<file path="src/rtl/arb_pkg.sv">
package arb_pkg;
    typedef enum logic [1:0] {
        ST_OFF  = 2'd0,
        ST_PARK = 2'd1,
        ST_OWN  = 2'd2
    } arb_state_e;
endpackage

</file>
<file path="src/rtl/arb_pick.sv">
module arb_pick #(
    parameter  int NREQ = 5,
    localparam int IW   = $clog2(NREQ)
) (
    input  logic [NREQ-1:0] req,
    input  logic            rr_mode,
    input  logic [IW-1:0]   last_idx,
    input  logic            last_vld,
    output logic [IW-1:0]   win_idx,
    output logic            win_vld
);
    logic [NREQ-1:0] demote;
    logic [NREQ-1:0] others;
    logic [NREQ-1:0] pool;

    for (genvar g = 0; g < NREQ; g++) begin : g_demote
        assign demote[g] = rr_mode && last_vld && (last_idx == IW'(g));
    end

    assign others  = req & ~demote;
    assign pool    = (|others) ? others : req;
    assign win_vld = |req;

    always_comb begin
        win_idx = '0;
        for (int i = NREQ - 1; i >= 0; i--) begin
            if (pool[i]) win_idx = IW'(i);
        end
    end
endmodule

</file>
<file path="src/rtl/arb_onehot.sv">
module arb_onehot #(
    parameter  int NREQ = 5,
    localparam int IW   = $clog2(NREQ)
) (
    input  logic [IW-1:0]   idx,
    input  logic            en,
    output logic [NREQ-1:0] vec
);
    for (genvar g = 0; g < NREQ; g++) begin : g_bit
        assign vec[g] = en && (idx == IW'(g));
    end
endmodule

</file>
<file path="src/rtl/bus_grant_arbiter.sv">
module bus_grant_arbiter #(
    parameter  int NREQ = 5,
    localparam int IW   = $clog2(NREQ)
) (
    input  logic            clk,
    input  logic            rst_n,
    input  logic [NREQ-1:0] req_i,
    input  logic            bus_idle_i,
    input  logic            rr_mode_i,
    input  logic            host_en_i,
    output logic [NREQ-1:0] gnt_o
);
    import arb_pkg::*;

    arb_state_e    state_q, state_d;
    logic [IW-1:0] cur_q, cur_d;
    logic [IW-1:0] last_q, last_d;
    logic          lastv_q, lastv_d;
    logic [IW-1:0] win_idx;
    logic          win_vld;
    logic          gnt_en;

    arb_pick #(.NREQ(NREQ)) pick_i (
        .req      (req_i),
        .rr_mode  (rr_mode_i),
        .last_idx (last_q),
        .last_vld (lastv_q),
        .win_idx  (win_idx),
        .win_vld  (win_vld)
    );

    // state register
    always_ff @(posedge clk or negedge rst_n) begin
        if (!rst_n) begin
            state_q <= ST_OFF;
            cur_q   <= '0;
            last_q  <= '0;
            lastv_q <= 1'b0;
        end else begin
            state_q <= state_d;
            cur_q   <= cur_d;
            last_q  <= last_d;
            lastv_q <= lastv_d;
        end
    end

    // transitions: Disable, Award, Park, Hold
    always_comb begin
        state_d = state_q;
        cur_d   = cur_q;
        last_d  = last_q;
        lastv_d = lastv_q;
        if (!host_en_i) begin
            state_d = ST_OFF;
        end else if (bus_idle_i) begin
            if (win_vld) begin
                state_d = ST_OWN;
                cur_d   = win_idx;
                last_d  = win_idx;
                lastv_d = 1'b1;
            end else begin
                state_d = ST_PARK;
                cur_d   = '0;
            end
        end
    end

    // outputs
    always_comb begin
        unique case (state_q)
            ST_OFF:  gnt_en = 1'b0;
            ST_PARK: gnt_en = 1'b1;
            ST_OWN:  gnt_en = 1'b1;
            default: gnt_en = 1'b0;
        endcase
    end

    arb_onehot #(.NREQ(NREQ)) dec_i (
        .idx (cur_q),
        .en  (gnt_en),
        .vec (gnt_o)
    );


    gnt_onehot_chk: assert property (@(posedge clk) disable iff (!rst_n)
        $onehot0(gnt_o));


    fixed_lowest_chk: assert property (@(posedge clk) disable iff (!rst_n)
        (host_en_i && bus_idle_i && !rr_mode_i && (req_i != '0))
        |=> (gnt_o == $past(req_i & (~req_i + 1'b1))));


    off_no_gnt_chk: assert property (@(posedge clk) disable iff (!rst_n)
        !host_en_i |=> (gnt_o == '0));


    busy_hold_chk: assert property (@(posedge clk) disable iff (!rst_n)
        (host_en_i && !bus_idle_i) |=> $stable(gnt_o));


    park_host_chk: assert property (@(posedge clk) disable iff (!rst_n)
        (host_en_i && bus_idle_i && (req_i == '0)) |=> (gnt_o == NREQ'(1)));


    gnt_to_req_chk: assert property (@(posedge clk) disable iff (!rst_n)
        (host_en_i && bus_idle_i && (req_i != '0)) |=> ((gnt_o & $past(req_i)) != '0));
endmodule

</file>
<file path="config.mk">
export PLATFORM = sky130hd
export DESIGN_NAME = bus_grant_arbiter
export DESIGN_NICKNAME = d
export VERILOG_FILES = /design/src/rtl/arb_pkg.sv /design/src/rtl/arb_pick.sv /design/src/rtl/arb_onehot.sv /design/src/rtl/bus_grant_arbiter.sv
export SDC_FILE = /design/constraint.sdc
export NUM_CORES = 1
export LEC_CHECK = 0
export BUFFER_PORTS_ARGS = -buffer_cell sky130_fd_sc_hd__buf_2
export CAP_MARGIN = 5
export CORE_AREA = 8 8 45 47
export CTS_BUF_LIST = sky130_fd_sc_hd__clkbuf_2
export DETAILED_ROUTE_END_ITERATION = 6
export DIE_AREA = 0 0 53 55
export PLACE_DENSITY_LB_ADDON = 0.15
export SYNTH_ARGS = -nofsm -noshare
export SYNTH_HDL_FRONTEND = slang
export SYNTH_HIERARCHICAL = 1
export SYNTH_SLANG_ARGS = --single-unit
</file>
<file path="constraint.sdc">
create_clock -name clk -period 1.3 [get_ports clk]
set_input_delay 0.26 -clock clk [delete_from_list [all_inputs] [get_ports clk]]
set_output_delay 0.26 -clock clk [all_outputs]
set_load 0.02 [all_outputs]
</file>
==> run metrics <==
CP startpoint kind=register; placed wire-length estimate=1160 um; Pins Over Slew Limit=0; global route overflow=0; ys async rst share=1.00; Critical Path AT=1280 ps; status=complete, but fails checks; worst r2r src=last_q[2]; Mapped Cells=57; met2 Use GR=0.201; Final Hold Fails=0; actual slew at the worst max-slew pin=326 ps; CTS max path bufs=2; site row count=14; Avg Cell Area, Syn=10.8 sq um; Setup CP Type=register to output port; initial antenna violation count=0; CTS sink count=9; final net count=100; die area=2920 sq um; Post-DRT Antenna Nets=0; max-cap violation count=0; Leak Pwr=0.422 nW; wire per inst=13.7 um; Post-synth EDFFs=0; Worst slew margin=0.782; core area=1380 sq um; via count=584; I/O pin total=15; post-synthesis sequential area ratio=0.365; gpl congestion=0.755; Tot GR Track Use=0.114; Synth Warn #=6; Die Wd=53 um; CP required=1040 ps; first-pass GRT wire length=2480 um; met3 usage in global routing=0.0241; fin crit share=1.19; Netlist Area Pre-Place=617 sq um; # fillers=112; share of post-route cells with drive strength above 1=0.573; Worst-path clk slew=80 ps; CP max FO=5; CP Capture Type=output port; RSZ-0062 raised after global routing=yes; setup violators final=12; Clock Skew=0.136 ps; final worst slack=-242 ps; pwr/cell area=898 nW/um^2; worst hold slack=325 ps; die height=55 um; H-tree depth=1; fin crit period=1540 ps; Peak VDD IR=0.637 mV; Post-Syn Nets=67; Post-Layout Cell Count=105; PortBufs=14; start point of the worst hold path=host_en_i; Initial Utilization=0.446; GRT busiest layer=met2; Via density=5.56; overall power=0.000833 W; placed cell count=96; hold crit path type=primary input to register; CTS root buf=clkbuf_2; TritonCTS clock tree=done; largest net degree at the start of global routing=10; drt first-iter violations=4; flops & latches, synth=9; critical path startpoint=state_q[1]; vias in the first global route=605; Clk Latency, worst-skew pair=230 ps; final WL=1440 um; most frequent cells in the layout=buf_4 (12), dfrtp_1 (9), buf_2 (8); met1 usage=0.125; Max Freq=648 MHz; # diodes=0; Synth Flop Type=dfrtp_1; DRT Pass-1 Iters=3; multi-input logic area=443 sq um; CTS buffer count=3; Unique masters post-synth=31; DRC=0; failing checks=setup timing; Reg area=225 sq um; commonest non-fill, non-tap cell in the layout=buf_4; P&R area growth vs syn=50.3%
-- synthesized netlist by cell type (2+ instances only) --
master / instances / area share
a21boi_1: 2 / 0.024
a21oi_2: 2 / 0.028
a22o_1: 3 / 0.043
and4bb_2: 4 / 0.081
nor2_1: 2 / 0.012
or2b_1: 2 / 0.024
dfrtp_1: 9 / 0.37
nand2b_1: 2 / 0.020
nand2_1: 2 / 0.012
nor2b_1: 3 / 0.030
o21ai_1: 2 / 0.016
mux2_1: 2 / 0.037
o21ai_0: 4 / 0.032
-- worst max-delay path: stages (launching register included) --
cell      delay [ps]
dfrtp_1          390
xor2_1           160
buf_4            150
and4bb_2         230
buf_6            130
-- final cells by class --
type | instances | share of cell area
Timing Repair Buffer | 28 | 0.236
Multi-Input combinational cell | 48 | 0.478
Sequential cell | 9 | 0.243
Clock buffer | 4 | 0.0216
Tap cell | 16 | 0.0216
-- timing repair --
action | in CTS | in global routing
gates resized for setup | 18 | 5
hold buffers | 1 | 0
pin swaps | 5 | 7
setup endpoints to repair | 12 | 12
endpoints found under the hold margin | 9 | 0
buffers inserted | 3 | 1
-- through the flow --
step	worst slack, ps	TNS, ps	utilization	area, sq um
floorplan	-266	-1380	-	634
global placement	-365	-2630	0.572	792
detailed placement	-381	-2760	0.572	792
CTS	-261	-2230	0.654	905
global route	-373	-3090	0.670	927
finish	-242	-2160	0.670	927
-- sequential cells by signal, indices dropped and copies added (netlist names) --
name / count
cur_q: 3
state_q: 2
lastv_q: 1
last_q: 3
-- path summary, 6_finish.rpt --
kind                         endpoint  slack [ps]  depth (start not counted)
min in group asynchronous    cur_q[2]         400                          2
max reg2reg                 last_q[0]        -210                          5
max in group asynchronous     lastv_q         730                          2
min                        state_q[1]         330                          2
max                          gnt_o[1]        -240                          4
min reg2reg                 last_q[1]         520                          1
-- where the power goes --
part | leakage [nW] | switching [W] | internal, W | total [W]
logic | 0.291 | 0.000126 | 0.000173 | 0.000299
clock network | 0.0166 | 0.0000853 | 0.0000819 | 0.000167
registers | 0.114 | 0.0000552 | 0.000311 | 0.000366
-- routing by layer --
layer / share of wire / wire length, um
met3: 0.031 / 45
met5: 0 / 0
met2: 0.50 / 723
met4: 0.013 / 19
met1: 0.45 / 652
-- logic make-up after synthesis --
| logic type | count (synthesis) | share of synthesized area |
|---|---|---|
| AND/OR/NAND/NOR | 24 | 0.325 |
| AO/OA/AOI/OAI | 19 | 0.219 |
| flip-flops | 9 | 0.365 |
| multiplexers | 4 | 0.0771 |
| XOR/XNOR | 1 | 0.0142 |
No activity file was read; power rests on OpenSTA's default activity.
